**src/rtl/serport_pkg.sv**
```systemverilog
package serport_pkg;
  localparam logic [1:0] ADDR_DATA = 2'd0;
  localparam logic [1:0] ADDR_CTRL = 2'd1;
  localparam logic [1:0] ADDR_MASK = 2'd2;
  localparam logic [1:0] ADDR_BASE = 2'd3;

  // control -> datapath strobes
  typedef struct packed {
    logic       portEn;
    logic       fastRate;
    logic       txLoad;
    logic [7:0] txByte;
  } serStrb_t;
endpackage

```
**src/rtl/serport_dp.sv**
```systemverilog
module serport_dp
  import serport_pkg::*;
#(
  parameter int CLK_HZ    = 125_000_000,
  parameter int SLOW_BAUD = 9600,
  parameter int FAST_BAUD = 38400
) (
  input  logic       clk,
  input  logic       rst,
  input  serStrb_t   strb,
  input  logic       serIn,
  output logic       serOut,
  output logic       txBusy,
  output logic       rxDone,
  output logic [7:0] rxByte
);
  localparam int SLOW_DIV = CLK_HZ / (SLOW_BAUD * 16);
  localparam int FAST_DIV = CLK_HZ / (FAST_BAUD * 16);
  localparam int DIV_W    = $clog2(SLOW_DIV + 1);
  localparam logic [DIV_W-1:0] SLOW_LIM = DIV_W'(SLOW_DIV - 1);
  localparam logic [DIV_W-1:0] FAST_LIM = DIV_W'(FAST_DIV - 1);

  // oversample tick
  logic [DIV_W-1:0] divCnt;
  logic [DIV_W-1:0] divLim;
  logic             tick;
  assign divLim = strb.fastRate ? FAST_LIM : SLOW_LIM;
  assign tick   = strb.portEn && (divCnt >= divLim);

  always_ff @(posedge clk) begin
    if (rst || !strb.portEn || tick) divCnt <= '0;
    else                             divCnt <= divCnt + 1'b1;
  end

  // transmitter
  logic [9:0] txSh;
  logic [3:0] txSub;
  logic [3:0] txBits;

  always_ff @(posedge clk) begin
    if (rst) begin
      txSh   <= '1;
      txBusy <= 1'b0;
      txSub  <= '0;
      txBits <= '0;
    end else if (!txBusy) begin
      if (strb.txLoad) begin
        txSh   <= {1'b1, strb.txByte, 1'b0};
        txBusy <= 1'b1;
        txSub  <= '0;
        txBits <= '0;
      end
    end else if (!strb.portEn) begin
      txSh   <= '1;
      txBusy <= 1'b0;
    end else if (tick) begin
      txSub <= txSub + 1'b1;
      if (txSub == 4'd15) begin
        txSh   <= {1'b1, txSh[9:1]};
        txBits <= txBits + 1'b1;
        if (txBits == 4'd9) txBusy <= 1'b0;
      end
    end
  end

  assign serOut = txBusy ? txSh[0] : 1'b1;

  // receiver
  typedef enum logic [1:0] {RX_IDLE, RX_START, RX_DATA, RX_STOP} rxState_t;
  rxState_t   rxState;
  logic       rxMeta, rxSync;
  logic [7:0] rxSh;
  logic [3:0] rxSub;
  logic [2:0] rxBits;

  always_ff @(posedge clk) begin
    if (rst) begin
      rxMeta <= 1'b1;
      rxSync <= 1'b1;
    end else begin
      rxMeta <= serIn;
      rxSync <= rxMeta;
    end
  end

  always_ff @(posedge clk) begin
    rxDone <= 1'b0;
    if (rst || !strb.portEn) begin
      rxState <= RX_IDLE;
      rxSh    <= '0;
      rxSub   <= '0;
      rxBits  <= '0;
    end else begin
      case (rxState)
        RX_IDLE: if (!rxSync) begin
          rxState <= RX_START;
          rxSub   <= '0;
        end
        RX_START: if (tick) begin
          rxSub <= rxSub + 1'b1;
          if (rxSub == 4'd7) begin
            rxSub   <= '0;
            rxBits  <= '0;
            rxState <= rxSync ? RX_IDLE : RX_DATA;
          end
        end
        RX_DATA: if (tick) begin
          rxSub <= rxSub + 1'b1;
          if (rxSub == 4'd15) begin
            rxSh   <= {rxSync, rxSh[7:1]};
            rxBits <= rxBits + 1'b1;
            if (rxBits == 3'd7) rxState <= RX_STOP;
          end
        end
        RX_STOP: if (tick) begin
          rxSub <= rxSub + 1'b1;
          if (rxSub == 4'd15) begin
            rxDone  <= rxSync;
            rxState <= RX_IDLE;
          end
        end
        default: rxState <= RX_IDLE;
      endcase
    end
  end

  assign rxByte = rxSh;
endmodule

```
**src/rtl/serport_ctrl.sv**
```systemverilog
module serport_ctrl
  import serport_pkg::*;
(
  input  logic       clk,
  input  logic       rst,
  input  logic [1:0] busAddr,
  input  logic       busWr,
  input  logic       busRd,
  input  logic [7:0] busWrData,
  output logic [7:0] busRdData,
  input  logic       rxDone,
  input  logic [7:0] rxByte,
  input  logic       txBusy,
  output serStrb_t   strb,
  output logic       irqReq,
  output logic [7:0] irqVector
);
  logic       portEn, fastRate, dataAvail, overrun;
  logic [7:0] irqMask, vecBase, rxHold;
  logic       popRx, wrCtrl;

  assign popRx  = busRd && (busAddr == ADDR_DATA);
  assign wrCtrl = busWr && (busAddr == ADDR_CTRL);

  always_ff @(posedge clk) begin
    if (rst) begin
      portEn    <= 1'b0;
      fastRate  <= 1'b0;
      irqMask   <= '0;
      vecBase   <= '0;
    end else if (busWr) begin
      case (busAddr)
        ADDR_CTRL: begin
          portEn   <= busWrData[7];
          fastRate <= busWrData[6];
        end
        ADDR_MASK: irqMask <= busWrData;
        ADDR_BASE: vecBase <= busWrData;
        default: ;
      endcase
    end
  end

  always_ff @(posedge clk) begin
    if (rst) begin
      rxHold    <= '0;
      dataAvail <= 1'b0;
      overrun   <= 1'b0;
    end else begin
      if (wrCtrl && busWrData[5]) overrun <= 1'b0;
      if (rxDone) begin
        if (dataAvail && !popRx) overrun <= 1'b1;
        else begin
          rxHold    <= rxByte;
          dataAvail <= 1'b1;
        end
      end else if (popRx) begin
        dataAvail <= 1'b0;
      end
    end
  end

  always_comb begin
    strb.portEn   = portEn;
    strb.fastRate = fastRate;
    strb.txLoad   = busWr && (busAddr == ADDR_DATA) && portEn && !txBusy;
    strb.txByte   = busWrData;
  end

  always_comb begin
    case (busAddr)
      ADDR_DATA: busRdData = rxHold;
      ADDR_CTRL: busRdData = portEn ? {1'b1, fastRate, 3'b000, !txBusy, overrun, dataAvail} : 8'h00;
      ADDR_MASK: busRdData = irqMask;
      default:   busRdData = vecBase;
    endcase
  end

  assign irqReq    = portEn && dataAvail && irqMask[2];
  assign irqVector = vecBase + 8'd3;
endmodule

```
**src/rtl/byte_serial_port.sv**
```systemverilog
module byte_serial_port
  import serport_pkg::*;
#(
  parameter int CLK_HZ    = 125_000_000,
  parameter int SLOW_BAUD = 9600,
  parameter int FAST_BAUD = 38400
) (
  input  logic       clk,
  input  logic       rst,
  input  logic [1:0] busAddr,
  input  logic       busWr,
  input  logic       busRd,
  input  logic [7:0] busWrData,
  output logic [7:0] busRdData,
  input  logic       serIn,
  output logic       serOut,
  output logic       irqReq,
  output logic [7:0] irqVector
);
  serStrb_t   strb;
  logic       txBusy, rxDone;
  logic [7:0] rxByte;

  serport_ctrl u_ctrl (
    .clk(clk), .rst(rst), .busAddr(busAddr), .busWr(busWr), .busRd(busRd),
    .busWrData(busWrData), .busRdData(busRdData), .rxDone(rxDone),
    .rxByte(rxByte), .txBusy(txBusy), .strb(strb), .irqReq(irqReq),
    .irqVector(irqVector)
  );

  serport_dp #(.CLK_HZ(CLK_HZ), .SLOW_BAUD(SLOW_BAUD), .FAST_BAUD(FAST_BAUD)) u_dp (
    .clk(clk), .rst(rst), .strb(strb), .serIn(serIn), .serOut(serOut),
    .txBusy(txBusy), .rxDone(rxDone), .rxByte(rxByte)
  );
endmodule

```
**config.mk**
```make
export PLATFORM = sky130hd
export DESIGN_NAME = byte_serial_port
export DESIGN_NICKNAME = d
export VERILOG_FILES = /design/src/rtl/serport_pkg.sv /design/src/rtl/serport_dp.sv /design/src/rtl/serport_ctrl.sv /design/src/rtl/byte_serial_port.sv
export SDC_FILE = /design/constraint.sdc
export NUM_CORES = 1
export LEC_CHECK = 0
export BUFFER_PORTS_ARGS = -buffer_cell sky130_fd_sc_hd__buf_2
export CORE_ASPECT_RATIO = 1.5
export CORE_MARGIN = 10
export CORE_UTILIZATION = 59
export DETAILED_ROUTE_END_ITERATION = 12
export PLACE_DENSITY = 0.79
export REMOVE_ABC_BUFFERS = 1
export SETUP_SLACK_MARGIN = 0.05
export SLEW_MARGIN = 10
export SYNTH_ARGS = -nofsm -noshare
export SYNTH_HDL_FRONTEND = slang
export SYNTH_SLANG_ARGS = --single-unit
```
**constraint.sdc**
```tcl
create_clock -name clk -period 2.68 [get_ports clk]
set_input_delay 0.402 -clock clk [delete_from_list [all_inputs] [get_ports clk]]
set_output_delay 0.402 -clock clk [all_outputs]
set_load 0.05 [all_outputs]
```
==> metrics.cfg, run 1 <==
[sta]
period_needed_ns=2.390
tightestPinTransition_ns=0.6022
layout_setup_ws_ns=0.2896
fin_skew_ns=0.008935
slew_headroom_pct=59.85
fmax_mhz=418.3
tns_ns=0
drv_slew=0
hold_viol=0
final.period_utilization_pct=89.20
finalSetupViolations=0
rsz0062_at_grt=no
whs_ns=0.2311

[floorplan]
die_w_um=85.68
dieArea_mm2=0.01015
initial_core_util_pct=61.39
boundaryPins=33
rows=35
die-height_um=118.5
core_mm2=0.006218

[logic_synthesis]
synthCells=418
ys_ff_latch=76
synthesis.area_mm2=0.003817
ys_top_cells_by_area=dfxtp_1 (40%), mux2i_1 (8.1%), ha_1 (6.6%), nor2_1 (5.5%), nand3_1 (3.7%)
synth_most_common_cell=dfxtp_1
synthArstFlopShare_pct=0
ys_warn_count=0
seq_area_frac_synth_pct=39.86
synth_area_leader_cell=dfxtp_1
synth_top_area_share_pct=39.86
syn_area_per_cell_um2=9.133
synth_flop_cell=dfxtp_1
synth_edf_count=0
synth.distinct_cells=50
ys_top_cells_by_count=dfxtp_1 (76), nor2_1 (56), nand2_1 (34), mux2i_1 (31), nand3_1 (28)

[clock_tree]
cts_setup_buffers=0
cts_tree=done
cts_sinks=76
cts_resized=0
clock_latency_ns=0.35
hold_buffers=0
cts-root-buf=clkbuf_8
clk_pin_slew_ns=0.08
clock_path_buffers=2
numCtsBuffers=9
h-tree-depth=3

[outcome]
run_status=completed

[worst_setup_path]
r2r-start=u_ctrl.fastRate$_SDFFE_PP0P_
critPathKind=reg2reg
regToRegSetupSlack_ns=0.29
reg2reg_depth=8
crit_fanout=8
start_kind=flip-flop
endpoint=u_dp.txSh[3]$_SDFFE_PP1P_
required_ns=2.98
arrival_ns=2.69
crit_path_end_kind=flip-flop
r2r_end=u_dp.txSh[3]$_SDFFE_PP1P_
cp-startpoint=u_ctrl.fastRate$_SDFFE_PP0P_

[global_route]
grt_pass1_vias=3047
grt_max_degree=27
grt_antenna_before_repair=0
track_usage_pct=16.50
grt-ovfl-total=0
grt_pass1_wl_um=13930

[route]
routed_wl_um=8285
drt_pass1_iterations=4
wire_per_inst_um=15.72
antenna_left=0
drt_iter0_markers=113
vias=3063
viasPerCell=5.812
drc=0

[placement]
placed_cell_area_mm2=0.004033
numPortBuffers=32
hpwlAfterDp_um=6081
gp_congestion=0.8425
dp_slack_ns=0.3205
dp_cells=511

[power]
ir_drop_uv=367.4
power_density_mw_per_mm2=549.2
finalPower_mw=2.346
power.leakage_nw=1.730

[final_layout]
layout-drive-gt1-share_pct=15.67
stdcell_count=527
syn_to_final_growth_pct=11.93
diodes=0
nFillCells=498
final_area_mm2=0.004273
layout.nets=483
final_core_utilization_pct=68.71

[worst_hold_path]
hold_path_class=in2reg

[job]
maxCapViolCount=0

area by class of cell:
cell class	instances	area (um2)	area share [%]
multi-input combinational	307	2153	50.40
inverter	16	60.06	1.406
tap	74	92.59	2.167
timing repair buffer	38	205.2	4.802
sequential	76	1521	35.61
clock inverter	6	112.6	2.635
clock buffer	10	127.6	2.987
how the worst min path moves through the flow:
stage | start | endpoint | slack (ns) | cells past startpoint
final | serIn | u_dp.rxMeta$_SDFF_PP1_ | 0.23 | 2
after global routing | serIn | u_dp.rxMeta$_SDFF_PP1_ | 0.23 | 2
after CTS | serIn | u_dp.rxMeta$_SDFF_PP1_ | 0.23 | 2
after detailed placement | u_dp.rxMeta$_SDFF_PP1_ | u_dp.rxSync$_SDFF_PP1_ | 0.39 | 1
after global placement | u_dp.rxMeta$_SDFF_PP1_ | u_dp.rxSync$_SDFF_PP1_ | 0.39 | 1
after floorplan | u_dp.rxMeta$_SDFF_PP1_ | u_dp.rxSync$_SDFF_PP1_ | 0.39 | 1
metal layers:
| layer | share of wire [%] | GRT usage (%) |
|---|---|---|
| met4 | 2.1 | 8.058 |
| met1 | 41 | 16.95 |
| met2 | 52 | 29.26 |
| met5 | 0 | 0 |
| met3 | 5.6 | 4.880 |
sequential cells by signal, summed over array words and instances, names as in the netlist, named ones only:
signal and count:
u_ctrl.dataAvail 1, u_ctrl.fastRate 1, u_ctrl.irqMask 8, u_ctrl.overrun 1
u_ctrl.portEn 1, u_ctrl.rxHold 8, u_ctrl.vecBase 8, u_dp.divCnt 10
u_dp.rxBits 3, u_dp.rxByte 8, u_dp.rxDone 1, u_dp.rxMeta 1
u_dp.rxState 1, u_dp.rxSub 4, u_dp.rxSync 1, u_dp.txBits 4
u_dp.txBusy 1, u_dp.txSh 9, u_dp.txSub 4
layout by cell type (no fill, tap or decap), drive strengths merged, types with 9 or more instances in the layout:
cell type	n
a21oi	25
xnor2	10
dfxtp	76
inv	16
o21ai	11
mux2i	31
a21o	9
nand3	28
clkbuf	10
ha	20
nand2	34
buf	38
nor2	56
power by group:
part / leakage (nW) / internal [mW] / switching (mW)
registers: 0.614 / 1.14 / 0.0114
clock network: 0.120 / 0.620 / 0.425
logic: 0.995 / 0.0485 / 0.101
total: 1.73 / 1.81 / 0.537
critical path, stage by stage, from the launching register on:
cell	delay, ns
dfxtp_1	0.45
inv_1	0.12
ha_1	0.33
a21oi_1	0.17
o21a_1	0.25
or2_2	0.15
o211ai_1	0.10
a21oi_1	0.53
a221o_1	0.24
logic make-up (layout without fill, tap and decap cells):
group                      count (synthesis)  count (layout)  synth area share (%)
and+or+nand+nor                          153             153                 18.49
AOI/OAI and AO/OA                         79              79                 16.09
DFF                                       76              76                 39.86
muxes                                     38              38                 11.37
buffers and inverters                     35              70                 3.737
adders and majority gates                 20              20                 6.555
xor gates and xnor gates                  17              17                 3.900
(Power assumes the default switching activity.)
==> run 2, diff against run 1 <==
Settings changed: CORE_UTILIZATION 59 to 60, MAX_ROUTING_LAYER set to met4, PLACE_DENSITY 0.79 to 0.8, REMOVE_ABC_BUFFERS 1 to not set, SYNTH_HIERARCHICAL set to 1.
==> run 2 against run 1 <==
  * Global-route usage rose by 0.35 points
  * Hold slack improved by 0.00099 ns
  * Die area increased by 2.1%
==> metrics.cfg, run 2 <==
[final_layout]
layout_commonest_cell=dfxtp_1
layout-drive-gt1-share_pct=15.81
stdcell_count=525
nFillCells=536
final_cell_mix=dfxtp_1 (76), nor2_1 (66), mux2i_1 (44)
largest_reg_flops=10
layout.nets=474
largest_register=u_dp/divCnt
syn_to_final_growth_pct=6.941
multi_input_area_mm2=0.002227
final_area_mm2=0.004260
top_regs=u_dp/divCnt: 10 flops, u_dp/txSh: 9 flops
diodes=0
seqCellArea_mm2=0.001521

[worst_setup_path]
arrival_ns=2.60
critPathMaxStageDelay_ns=0.51
cp_slowest_cell=dfxtp_1
path_buf_inv=1
cp_top_family=compound AO/OA/AOI/OAI gates
critPathKind=reg2reg
crit_path_end_kind=flip-flop
reg2reg_depth=7
crit_fanout=19
required_ns=2.92
critical_path.cell_chain=inv_1, ha_1, and4_1, o21ai_4, a21oi_4, a21oi_1, a311o_1
cp_num_cells=7
start_kind=flip-flop

[logic_synthesis]
synth_compound_area_share_pct=11.78
syn_nets=460
synthMuxAreaShare_pct=14.54
synthArstFlopShare_pct=0
synth_flop_cell=dfxtp_1
synth_area_leader_cell=dfxtp_1
synthCells=430
synth.distinct_cells=61
synth_top_family_by_area=simple AND/OR/NAND/NOR gates
synth-adder-area-share_pct=4.711
syn_area_per_cell_um2=9.265
ys_warn_count=6
synth_top_area_share_pct=38.19
ys_top_cells_by_area=dfxtp_1 (38%), mux2i_1 (11%), nor2_1 (6.2%), ha_1 (4.7%), nand2b_1 (3.5%)
synthesis.area_mm2=0.003984
seq_area_frac_synth_pct=38.19
synthSimpleGateAreaFrac_pct=21.58
ys_ff_latch=76
synth_most_common_cell=dfxtp_1
ys_top_cells_by_count=dfxtp_1 (76), nor2_1 (66), mux2i_1 (44), nand2_1 (24), nand2b_1 (22)
synthXorXnorAreaFrac_pct=3.298
synth_edf_count=0

[floorplan]
boundaryPins=33
dieArea_mm2=0.01037
initial_core_util_pct=61.42
die_w_um=86.53
die-height_um=119.8
core_mm2=0.006486
rows=36

[placement]
hpwlAfterDp_um=6191
dp_slack_ns=0.3309
placed_cell_area_mm2=0.004068
dp_cells=509
gp_congestion=0.8989
numPortBuffers=32

[sta]
tightestPinTransition_ns=0.5770
final.period_utilization_pct=88.08
slew_headroom_pct=61.31
fin_skew_ns=0.007261
layout_setup_ws_ns=0.3196
tns_ns=0
hold_viol=0
drv_slew=0
period_needed_ns=2.360
fmax_mhz=423.6
rsz0062_at_grt=no
finalSetupViolations=0

[route]
viasPerCell=5.895
wire_per_inst_um=15.88
drc=0
drt_iter0_markers=137
drt_pass1_iterations=4
routed_wl_um=8335
antenna_left=0
vias=3095

[power]
pwr-share-comb_pct=6.8
power.leakage_nw=1.708
p_sw_mw=0.5349
power_density_mw_per_mm2=506.1
ir_drop_uv=257.2
p_int_mw=1.621
swShare_pct=24.81
finalPower_mw=2.156
p_seq_share_pct=53.6
p_clk_share_pct=39.5

[clock_tree]
numCtsBuffers=9
cts_sinks=76
cts_setup_buffers=0
clock_path_buffers=2
h-tree-depth=3
cts_tree=done
hold_buffers=0
clk_pin_slew_ns=0.07
clock_latency_ns=0.35
cts-root-buf=clkbuf_8
cts_resized=0

[worst_hold_path]
hold_path_class=in2reg
holdPathStages=2

[global_route]
grt_pass1_vias=3095
grt_max_degree=42
track_usage_pct=16.85
grt_antenna_before_repair=0
grt_pass1_wl_um=14020
grt-ovfl-total=0

[job]
maxCapViolCount=0

[outcome]
run_status=completed

[run 2: changes by cell type after synthesis, sizes merged, moves of 9 or more]
cell	previous run	this run
mux2i	31	44
nand2b	7	22
nand2	34	25
nand3	28	19
buf	8	24
nor2	56	67
a21oi	25	12
[run 2: cells by family after synthesis]
| logic type | after synthesis |
|---|---|
| AND/OR/NAND/NOR | 171 |
| flip-flops | 76 |
| AO/OA/AOI/OAI | 61 |
| multiplexers | 50 |
| buffers and inverters | 42 |
| XOR/XNOR | 15 |
| adder cells (fa/ha/maj) | 15 |
[run 2: layout make-up]
type                       instances  share of cell area, %
multi-input combinational        312                  52.28
sequential                        76                  35.71
timing repair buffer              36                  4.464
clock buffer                      10                  2.996
tap                               76                  2.232
clock inverter                     6                  1.527
inverter                           9                 0.7930
[run 2: metrics by stage]
stage	hold slack (ns)	utilization [%]
5_1_grt	0.2358	65.68
4_1_cts	0.2115	65.68
3_3_place_gp	0.3950	62.71
3_5_place_dp	0.4030	62.71
6_report	0.2321	65.68
2_1_floorplan	0.3895	-
[run 2: worst reg2reg max path: stages (launching register included)]
cell	delay (ns)
dfxtp_1	0.51
inv_1	0.13
ha_1	0.34
and4_1	0.27
o21ai_4	0.13
a21oi_4	0.44
a21oi_1	0.12
a311o_1	0.33
[run 2: final timing paths]
| kind | startpoint | endpoint | slack [ns] |
|---|---|---|---|
| min reg2reg | u_dp/rxMeta$_SDFF_PP1_ | u_dp/rxSync$_SDFF_PP1_ | 0.42 |
| max | u_ctrl/fastRate$_SDFFE_PP0P_ | u_dp/rxSub[3]$_SDFFE_PP0P_ | 0.32 |
| max reg2reg | u_ctrl/fastRate$_SDFFE_PP0P_ | u_dp/rxSub[3]$_SDFFE_PP0P_ | 0.32 |
| min | serIn | u_dp/rxMeta$_SDFF_PP1_ | 0.23 |
[run 2: layer usage]
metal	wire, um	up-vias	track usage, %
li1	-	1535	-
met1	3274	1459	16.50
met2	4324	81	28.75
met3	451	20	4.942
met4	284	0	9.451
met5	0	-	-
[run 2: power by group through the flow]
stage | logic (mW) | registers [mW] | clock network [mW]
3_3_place_gp | 0.144 | 1.18 | 0
2_1_floorplan | 0.123 | 1.18 | 0
5_1_grt | 0.159 | 1.16 | 0.923
3_5_place_dp | 0.147 | 1.18 | 0
4_1_cts | 0.147 | 1.16 | 0.873
6_report | 0.147 | 1.16 | 0.852
